## config.mk

```make
export PLATFORM = sky130hd
export DESIGN_NAME = tlp_rx_deframer
export DESIGN_NICKNAME = d
export VERILOG_FILES = /design/src/rtl/tlp_rx_pkg.sv /design/src/rtl/tlp_hdr_decode.sv /design/src/rtl/tlp_lane_pack.sv /design/src/rtl/tlp_dw_fifo.sv /design/src/rtl/tlp_rx_deframer.sv
export SDC_FILE = /design/constraint.sdc
export NUM_CORES = 1
export LEC_CHECK = 0
export BUFFER_PORTS_ARGS = -buffer_cell sky130_fd_sc_hd__buf_2
export CORE_MARGIN = 8
export CORE_UTILIZATION = 30
export DETAILED_ROUTE_END_ITERATION = 16
export PLACE_DENSITY = 0.42
export SYNTH_ARGS = -nofsm -noshare
export SYNTH_HDL_FRONTEND = slang
export SYNTH_SLANG_ARGS = --single-unit
```

## constraint.sdc

```tcl
create_clock -name clk -period 28.8 [get_ports clk]
set_input_delay 4.32 -clock clk [delete_from_list [all_inputs] [get_ports clk]]
set_output_delay 4.32 -clock clk [all_outputs]
set_load 0.01 [all_outputs]
```

## src/rtl/tlp_rx_pkg.sv

```systemverilog
package tlp_rx_pkg;
    localparam int DW_W      = 32;
    localparam int LANES     = 4;
    localparam int BEAT_W    = DW_W * LANES;
    localparam int LEN_FLD_W = 10;
    localparam int LEN_W     = LEN_FLD_W + 1;
    localparam int CNT_W     = $clog2(LANES + 1);
    localparam int HALF      = LANES / 2;

    // Bit positions that the header decode depends on
    localparam int FMT_4DW_BIT  = 29;
    localparam int FMT_DATA_BIT = 30;
    localparam int ADDR_QW_BIT  = 2;

    typedef logic [DW_W-1:0] dword_t;

    typedef struct packed {
        logic   first;
        logic   last;
        dword_t data;
    } lane_t;

    typedef enum logic [1:0] {
        ST_IDLE,
        ST_PAYLOAD,
        ST_DROP
    } rx_state_e;
endpackage

```

## src/rtl/tlp_hdr_decode.sv

```systemverilog
module tlp_hdr_decode
    import tlp_rx_pkg::*;
(
    input  logic                 fmt_four,
    input  logic                 fmt_data,
    input  logic [LEN_FLD_W-1:0] len_field,
    input  logic                 addr_bit_3dw,
    input  logic                 addr_bit_4dw,
    output logic                 four_dw,
    output logic                 has_data,
    output logic                 unaligned,
    output logic [LEN_W-1:0]     len_dw
);
    localparam logic [LEN_W-1:0] MAX_LEN = LEN_W'(1) << LEN_FLD_W;

    always_comb begin
        four_dw   = fmt_four;
        has_data  = fmt_data;
        unaligned = fmt_four ? addr_bit_4dw : addr_bit_3dw;
        len_dw    = (len_field == '0) ? MAX_LEN : {1'b0, len_field};
    end
endmodule

```

## src/rtl/tlp_lane_pack.sv

```systemverilog
module tlp_lane_pack
    import tlp_rx_pkg::*;
(
    input  logic [BEAT_W-1:0]        beat,
    input  logic [LANES-1:0]         mask,
    input  logic [LEN_W-1:0]         rem,
    input  logic                     at_start,
    output lane_t [LANES-1:0]        lanes,
    output logic  [CNT_W-1:0]        take,
    output logic  [CNT_W-1:0]        avail
);
    always_comb begin
        int k;
        int a;
        k     = 0;
        a     = 0;
        lanes = '0;
        for (int i = 0; i < LANES; i++) begin
            if (mask[i]) begin
                a = a + 1;
                if (LEN_W'(k) < rem) begin
                    lanes[k].data  = beat[i*DW_W +: DW_W];
                    lanes[k].first = at_start && (k == 0);
                    lanes[k].last  = (LEN_W'(k + 1) == rem);
                    k = k + 1;
                end
            end
        end
        take  = CNT_W'(k);
        avail = CNT_W'(a);
    end
endmodule

```

## src/rtl/tlp_dw_fifo.sv

```systemverilog
module tlp_dw_fifo
    import tlp_rx_pkg::*;
#(
    parameter int DEPTH = 8
) (
    input  logic                       clk,
    input  logic                       rst_n,
    input  logic [CNT_W-1:0]           push_n,
    input  lane_t [LANES-1:0]          push_lanes,
    input  logic                       pop,
    output lane_t                      head,
    output logic                       empty,
    output logic [$clog2(DEPTH+1)-1:0] count
);
    localparam int PW = $clog2(DEPTH);
    localparam int CW = $clog2(DEPTH + 1);

    lane_t         mem [DEPTH];
    logic [PW-1:0] wr_ptr;
    logic [PW-1:0] rd_ptr;
    logic [CW-1:0] count_q;

    always_ff @(posedge clk) begin
        for (int i = 0; i < LANES; i++) begin
            if (i < int'(push_n)) begin
                mem[wr_ptr + PW'(i)] <= push_lanes[i];
            end
        end
    end

    always_ff @(posedge clk) begin
        if (!rst_n) begin
            wr_ptr  <= '0;
            rd_ptr  <= '0;
            count_q <= '0;
        end else begin
            wr_ptr  <= wr_ptr + PW'(push_n);
            rd_ptr  <= rd_ptr + PW'(pop);
            count_q <= count_q + CW'(push_n) - CW'(pop);
        end
    end

    assign head  = mem[rd_ptr];
    assign empty = (count_q == '0);
    assign count = count_q;
endmodule

```

## src/rtl/tlp_rx_deframer.sv

```systemverilog
module tlp_rx_deframer
    import tlp_rx_pkg::*;
#(
    parameter int FIFO_DEPTH = 8
) (
    input  logic              clk,
    input  logic              rst_n,
    input  logic              in_valid,
    output logic              in_ready,
    input  logic              in_sop,
    input  logic              in_eop,
    input  logic              in_empty,
    input  logic [BEAT_W-1:0] in_data,
    output logic              out_valid,
    input  logic              out_ready,
    output logic [DW_W-1:0]   out_data,
    output logic              out_first,
    output logic              out_last,
    output logic              hdr_valid,
    output logic [BEAT_W-1:0] hdr_dwords,
    output logic              hdr_four_dw,
    output logic              hdr_has_data,
    output logic              hdr_unaligned,
    output logic [LEN_W-1:0]  hdr_len,
    output logic              frame_err
);
    localparam int FCW = $clog2(FIFO_DEPTH + 1);

    rx_state_e state_q, state_d, pkt_next;

    logic             dec_four, dec_data, dec_unal;
    logic [LEN_W-1:0] dec_len;

    logic [LEN_W-1:0] rem_q;
    logic             four_q, unal_q, first_pl_q, fresh_q;

    logic [LANES-1:0] valid_mask, pl_mask, lane_mask;
    logic [LEN_W-1:0] cur_rem;
    logic             at_start;
    lane_t [LANES-1:0] packed_lanes;
    logic [CNT_W-1:0] take, avail;
    logic [CNT_W-1:0] push_n;
    logic             beat_acc, beat_live, abandon, err_under, err_over;

    lane_t            head;
    logic             fifo_empty;
    logic [FCW-1:0]   fifo_count;

    // Header field decode on the current beat
    tlp_hdr_decode u_dec (
        .fmt_four     (in_data[FMT_4DW_BIT]),
        .fmt_data     (in_data[FMT_DATA_BIT]),
        .len_field    (in_data[LEN_FLD_W-1:0]),
        .addr_bit_3dw (in_data[2*DW_W + ADDR_QW_BIT]),
        .addr_bit_4dw (in_data[3*DW_W + ADDR_QW_BIT]),
        .four_dw      (dec_four),
        .has_data     (dec_data),
        .unaligned    (dec_unal),
        .len_dw       (dec_len)
    );

    assign beat_acc  = in_valid && in_ready;
    assign beat_live = in_sop || (state_q == ST_PAYLOAD);
    assign abandon   = in_sop && (state_q == ST_PAYLOAD);

    // Lane selection: which dwords of this beat are payload
    always_comb begin
        valid_mask = {{HALF{~(in_eop && in_empty)}}, {HALF{1'b1}}};
        if (in_sop) begin
            pl_mask = '0;
            if (dec_data && !dec_four && dec_unal) begin
                pl_mask[LANES-1] = 1'b1;
            end
        end else begin
            pl_mask = '1;
            if (first_pl_q && four_q && unal_q) begin
                pl_mask[0] = 1'b0;
            end
        end
        lane_mask = pl_mask & valid_mask;
        cur_rem   = in_sop ? (dec_data ? dec_len : '0) : rem_q;
        at_start  = in_sop ? 1'b1 : fresh_q;
    end

    tlp_lane_pack u_pack (
        .beat     (in_data),
        .mask     (lane_mask),
        .rem      (cur_rem),
        .at_start (at_start),
        .lanes    (packed_lanes),
        .take     (take),
        .avail    (avail)
    );

    // Length accounting against the framing
    always_comb begin
        err_under = in_eop && (LEN_W'(avail) < cur_rem);
        if (in_eop) begin
            err_over = (LEN_W'(avail) >= cur_rem + LEN_W'(2));
        end else begin
            err_over = (LEN_W'(avail) >= cur_rem);
        end
        if (in_eop) begin
            pkt_next = ST_IDLE;
        end else if (err_over) begin
            pkt_next = ST_DROP;
        end else begin
            pkt_next = ST_PAYLOAD;
        end
        push_n = (beat_acc && beat_live) ? take : '0;
    end

    // Next-state logic
    always_comb begin
        state_d = state_q;
        if (beat_acc) begin
            unique case (state_q)
                ST_IDLE, ST_DROP: begin
                    if (in_sop) begin
                        state_d = pkt_next;
                    end
                end
                ST_PAYLOAD: begin
                    state_d = pkt_next;
                end
                default: state_d = ST_IDLE;
            endcase
        end
    end

    // State register
    always_ff @(posedge clk) begin
        if (!rst_n) begin
            state_q <= ST_IDLE;
        end else begin
            state_q <= state_d;
        end
    end

    // Packet context, header capture and strobes
    always_ff @(posedge clk) begin
        if (!rst_n) begin
            rem_q         <= '0;
            four_q        <= 1'b0;
            unal_q        <= 1'b0;
            first_pl_q    <= 1'b0;
            fresh_q       <= 1'b0;
            hdr_valid     <= 1'b0;
            frame_err     <= 1'b0;
            hdr_dwords    <= '0;
            hdr_four_dw   <= 1'b0;
            hdr_has_data  <= 1'b0;
            hdr_unaligned <= 1'b0;
            hdr_len       <= '0;
        end else begin
            hdr_valid <= beat_acc && in_sop;
            frame_err <= beat_acc && beat_live && (err_under || err_over || abandon);
            if (beat_acc && beat_live) begin
                rem_q      <= cur_rem - LEN_W'(take);
                fresh_q    <= at_start && (take == '0);
                first_pl_q <= in_sop;
            end
            if (beat_acc && in_sop) begin
                four_q        <= dec_four;
                unal_q        <= dec_unal;
                hdr_four_dw   <= dec_four;
                hdr_has_data  <= dec_data;
                hdr_unaligned <= dec_unal;
                hdr_len       <= dec_len;
                hdr_dwords    <= dec_four ? in_data
                                          : {{DW_W{1'b0}}, in_data[3*DW_W-1:0]};
            end
        end
    end

    tlp_dw_fifo #(
        .DEPTH (FIFO_DEPTH)
    ) u_fifo (
        .clk        (clk),
        .rst_n      (rst_n),
        .push_n     (push_n),
        .push_lanes (packed_lanes),
        .pop        (out_valid && out_ready),
        .head       (head),
        .empty      (fifo_empty),
        .count      (fifo_count)
    );

    assign in_ready  = (fifo_count <= FCW'(1));
    assign out_valid = !fifo_empty;
    assign out_data  = head.data;
    assign out_first = head.first;
    assign out_last  = head.last;
endmodule

```

Yosys cells after proc, flatten, opt, wreduce, memory -nomap -nowiden
Memories as Yosys holds them, arrays and structs flattened. A register that Yosys moved wholly into a read port is not among the register bits.
Cells that the tools add are included.
- memory bits (writable): 272
- word-level logic and storage cells: 161
- bits of input ports: 135
- memories kept: 1
- register bits: 169
- order comparisons: 18
- multiplexer cells: 71
- reduce and logical (&&, ||, !) cells: 33
- equality and inequality tests: 7
- $add $sub $neg: 15
- bitwise gates (word level): 2
- memory list (memory ; depth ; bits a word ; rd ports ; clocked after memory_dff ; wr ports ; RTL line ; source):
    u_fifo.mem ; 8 ; 34 ; 1 ; 1 ; 4 ; tlp_dw_fifo.sv:18 ; lane_t mem [DEPTH];
- operators by type and width (cell ; number):
    $bwmux W136 ; 9
    $mux W136 ; 6
    $demux W34 S2 ; 9
    $mux W32 ; 8
    $mux W34 ; 5
    $mux W128 ; 1
    $mux W33 ; 3
    $ge A32 B1 Y1 const B ; 3
    $logic_not A32 Y1 ; 3
    $lt A32 B4 Y1 const B ; 3
    $add A32 B2 Y32 const B ; 2
    $eq A11 B11 Y1 ; 3
    $lt A11 B11 Y1 ; 3
    $mux W11 ; 3
    $add A11 B2 Y11 const B ; 2
    $ge A3 B11 Y1 ; 2
    $logic_and A1 B1 Y1 ; 19
    $mux W3 ; 6
    $mux W1 ; 15
    $eq A1 B11 Y1 const A ; 1
    $lt A1 B11 Y1 const A ; 1
    $lt A3 B11 Y1 ; 1
    $sub A11 B3 Y11 ; 1
    $logic_not A10 Y1 ; 1
    other kinds (26) ; 36

Logic depth before layout (Yosys ltp)
- word-level depth: 26
- mapped depth: 36
- mapped depth without buffers: 32

Hierarchy
Synthesis repeated with hierarchy kept, for this count alone.
- cells, all modules: 3259
- area total of the unflattened synthesis: 27612.7 um^2
- modules (own cells, without submodules) (module ; instances ; area an instance (um^2) ; cells an instance):
    tlp_dw_fifo ; 1 ; 17953.5 ; 1854
    tlp_rx_deframer ; 1 ; 6294.8 ; 806
    tlp_lane_pack ; 1 ; 3263.1 ; 583
    tlp_hdr_decode ; 1 ; 101.3 ; 16

Least setup slack after synthesis
No wires, ideal clock.
- path type: input port to flip-flop
- from: in in_sop
- to: mem u_fifo.mem[5][0] (netlist bit), enable pin
- data required time: 28.328 ns
- setup slack: 15.505 ns
- library setup time: 0.472 ns
- arrival time: 12.823 ns
- stages on the path: 32
- cell sequence: buf_2 clkbuf_1 nand3_1 and2_1 clkbuf_1 ha_1 a31oi_1 inv_2 buf_2 ha_1 nor4_1 nand4_1 ha_1 nand2_1 inv_1 ha_1 nor2b_1 nor2_1 nor2_1 a21oi_2 clkbuf_1 clkbuf_1 ha_1 a21oi_1 nand2_1 a21oi_1 clkbuf_1 nor3_1 mux2i_1 o21ai_0 nand2b_1 o21ai_0
- RTL lines (item ; RTL line ; source):
    start, declared ; tlp_rx_deframer.sv:10 ; input logic in_sop,
    end, declared ; tlp_dw_fifo.sv:18 ;

==> key figures <==
Critical path
  • Max FO, Critical Path: 34
  • Worst Setup End Kind: flop
  • Kind of critical path: in2reg
  • Worst reg-to-reg path cell count: 29
  • R2r setup slk: 19490 ps
  • RR Endpoint: u_fifo.mem[5][3]
  • Worst EP arrival: 13640 ps
  • Worst Path Required: 29110 ps
  • Reg2reg start: rem_q[2]
  • Critical path startpoint category: input port

Routing
  • Drt pass-1 iters: 9
  • Via count: 27900
  • DRC Markers: 0
  • Routed WL per cell: 31.7 um
  • Post-route antenna net violation count: 0
  • Vias per inst: 6.19
  • Final wirelength: 143000 um
  • 1st-iter DRT viols: 3509

Logic synthesis
  • #FFs+latches synth: 439
  • Largest family of logic cells by synthesized area: compound AO/OA/AOI/OAI gates
  • Post-synth EDFFs: 272
  • Fraction of registers with async set/reset: 0%
  • Synth Area in XOR/XNOR: 0.522%
  • Ys flop type: edfxtp_1
  • Post-synthesis compound-gate area fraction: 27.6%
  • Post-synthesis mux area share: 9.93%
  • Adder-Cell Fraction of Synth Area: 1.84%
  • Syn Area/Cell: 9.40 sq um
  • Post-Synth Simple-Gate Area: 14.9%
  • Post-synthesis instance total: 3031
  • Synth Cell Area: 28500 sq um
  • Post-synthesis sequential area ratio: 40.4%
  • Post-Syn Nets: 3206
  • Ys Warns: 0
  • Yosys cell types: 103

STA
  • Crit share post-route: 46.3%
  • Clk_skew: 27.9 ps
  • TNS Setup: 0 ps
  • Max-slew violation count: 0
  • Final setup fails: 0
  • RSZ-0062 raised after global routing: false
  • Max Freq: 75.0 MHz
  • Slew @ Worst Pin: 1400 ps
  • Hold Fails Final Rpt: 0
  • Final critical-path required period: 13330 ps
  • Post-route setup slack: 15470 ps
  • Slew margin rel.: 6.49%

Power
  • PwrDens: 79.5 nW/um^2
  • Peak supply drop: 0.0000490 V
  • Leakage: 0.0120 uW
  • Total power: 2630 uW

Floorplanning
  • Width of the die: 324 um
  • Row cnt: 113
  • Die H: 324 um
  • Initial Util: 30.1%
  • Core Region: 94600 sq um
  • Ports: 315
  • Total die area: 105000 sq um

Min path
  • Min-delay worst type: reg2reg
  • Hold Startpoint: hdr_dwords[47]
  • Hold path endpoint: hdr_dwords[47]
  • Worst hold path depth: 2

Run
  • MaxCap Viol Count: 0

Clock tree
  • Clk pin slew, worst setup/hold paths: 60 ps
  • CTS Buf Count: 53
  • CTS tree: done
  • Clk buf depth: 3
  • CTS H-tree lvls: 2
  • CTS Hold Buffers Added: 0
  • Setup Buffers After CTS: 0
  • Post_cts resized: 0
  • Clock insertion delay at the later pin of the skew report: 650 ps
  • # clock sinks: 439
  • Root Buffer Master: clkbuf_16

Placement
  • Hpwl dp: 98900 um
  • DP Area: 31300 sq um
  • DP Worst Slack: 14890 ps
  • Port Buffers: 314
  • Routability congestion estimate: 0.908

Global route
  • Pin count of the biggest net entering global routing: 87
  • Initial antenna violation count: 3
  • Vias in the first global route: 27100
  • First-pass GRT wire length: 202000 um
  • Global-route usage over all layers: 26.1%
  • Total gr overflow: 0

Finish
  • Nets@finish: 3387
  • Design Area, Final: 33000 sq um
  • Area Overhead vs Synth: 15.9%
  • Layout cells sized above 1: 21.7%
  • Fin util: 34.9%

Status
  • Status: completed
[cell usage after synthesis (15+ instances only)]
master	count	area share, %
a221oi_2	36	1.9
mux2_2	46	1.8
o221ai_1	20	0.61
edfxtp_1	272	29
a32o_1	25	0.88
inv_1	46	0.61
o311a_1	24	0.84
buf_1	24	0.32
nor3b_1	24	0.63
o31ai_1	15	0.40
nand3_1	53	0.93
a221oi_1	110	3.4
a22oi_1	61	1.6
ha_1	38	1.7
o21ai_0	59	1.0
nor3_1	20	0.35
buf_2	56	0.98
clkbuf_1	179	2.4
o22ai_1	92	2.0
dfxtp_1	167	12
o211ai_1	31	0.82
a2bb2oi_1	26	0.80
a22o_1	41	1.3
and2_1	21	0.46
a21oi_1	316	5.5
mux2i_1	71	2.5
nand4_1	22	0.48
a311oi_1	29	0.89
a21boi_0	33	0.87
mux4_2	68	5.4
nor2_1	138	1.8
nand2_1	598	7.9
a211oi_1	28	0.74
[kinds of logic after synthesis]
kind of cell,count (synthesis)
AO/OA/AOI/OAI,1063
XOR/XNOR,17
adder cells (fa/ha/maj),41
buffers and inverters,328
flip-flops,439
multiplexers,191
AND/OR/NAND/NOR,952
[metal layers]
metal / share of wire (%) / vias up / track usage (%) / routed length, um
li1: - / 12100 / - / -
met1: 43 / 13800 / 36.6 / 62300
met3: 11 / 247 / 7.18 / 15200
met4: 2.9 / 2 / 7.74 / 4170
met5: 0.0091 / - / 0 / 13
met2: 43 / 1801 / 39.0 / 61500
[power by group]
part	leakage, uW	internal (uW)	switching, uW
Combinational	0.00736	409	725
Sequential	0.00383	770	41.7
Clock	0.000826	391	288
[cell type report]
type | instances | area [sq um]
antenna | 3 | 7.51
clock buffer | 70 | 1460
clock inverter | 23 | 244
fill | 9553 | 61500
inverter | 55 | 209
multi-input combinational | 2264 | 15800
sequential | 439 | 11500
tap | 1265 | 1580
timing repair buffer | 399 | 2210
[cell usage in the layout (no fill, tap or decap), types with 26 or more instances in the layout]
master	netlist	layout
inv_1	46	46
buf_4	7	85
a311oi_1	29	29
a22o_1	41	41
mux2_2	46	46
a21oi_1	316	314
nand3_1	53	53
buf_2	56	314
a221oi_1	110	110
dfxtp_1	167	164
a2bb2oi_1	26	26
a21boi_0	33	33
o21ai_0	59	57
o22ai_1	92	92
mux2i_1	71	71
a221oi_2	36	36
nand2_1	598	597
ha_1	38	38
o211ai_1	31	31
edfxtp_1	272	272
clkbuf_16	0	55
a22oi_1	61	61
nor2_1	138	133
mux4_2	68	68
[stage by stage]
stage                     hold slack (ps)  instances
after floorplan                       446       3031
after global placement                441       4422
after detailed placement              445       4422
after CTS                             454       4515
after global routing                  467       4515
final                                 451       4518
[state kept, by name, indices dropped and copies added, names as in the netlist]
signal,cells
u_fifo.mem,272
hdr_dwords,128
hdr_len,11
rem_q,11
u_fifo.count,4
u_fifo.rd_ptr,3
u_fifo.wr_ptr,3
state_q,2
first_pl_q,1
frame_err,1
fresh_q,1
hdr_valid,1
unal_q,1
[how the worst max path moves through the flow]
stage	from	slack [ps]	endpoint
after global routing	in_sop	14780	u_fifo.mem[5][3]
after CTS	in_sop	15560	u_fifo.mem[7][0]
after global placement	in_sop	15050	u_fifo.mem[7][0]
final	in_sop	15470	u_fifo.mem[5][3]
after detailed placement	in_sop	14890	u_fifo.mem[7][2]
after floorplan	in_sop	15510	u_fifo.mem[5][0]
[worst max-delay path, cell delays in order]
cell and delay [ps]:
buf_2 540, inv_2 340, a21oi_2 370, clkinv_1 820
ha_1 540, nor4_1 280, nand4_1 440, ha_1 570
nand2_1 180, ha_1 270, nor2b_1 160, nor2_1 80
nor2_1 570, nand3_2 180, o2111ai_2 240, inv_1 170
ha_1 220, nand3b_1 170, and2_1 180, o21ai_1 530
a31oi_2 400, o211ai_2 230, buf_4 350, nand2_1 140
nor2_2 850, o21ai_4 90, buf_4 340
Power figures use the tool's default switching activity.
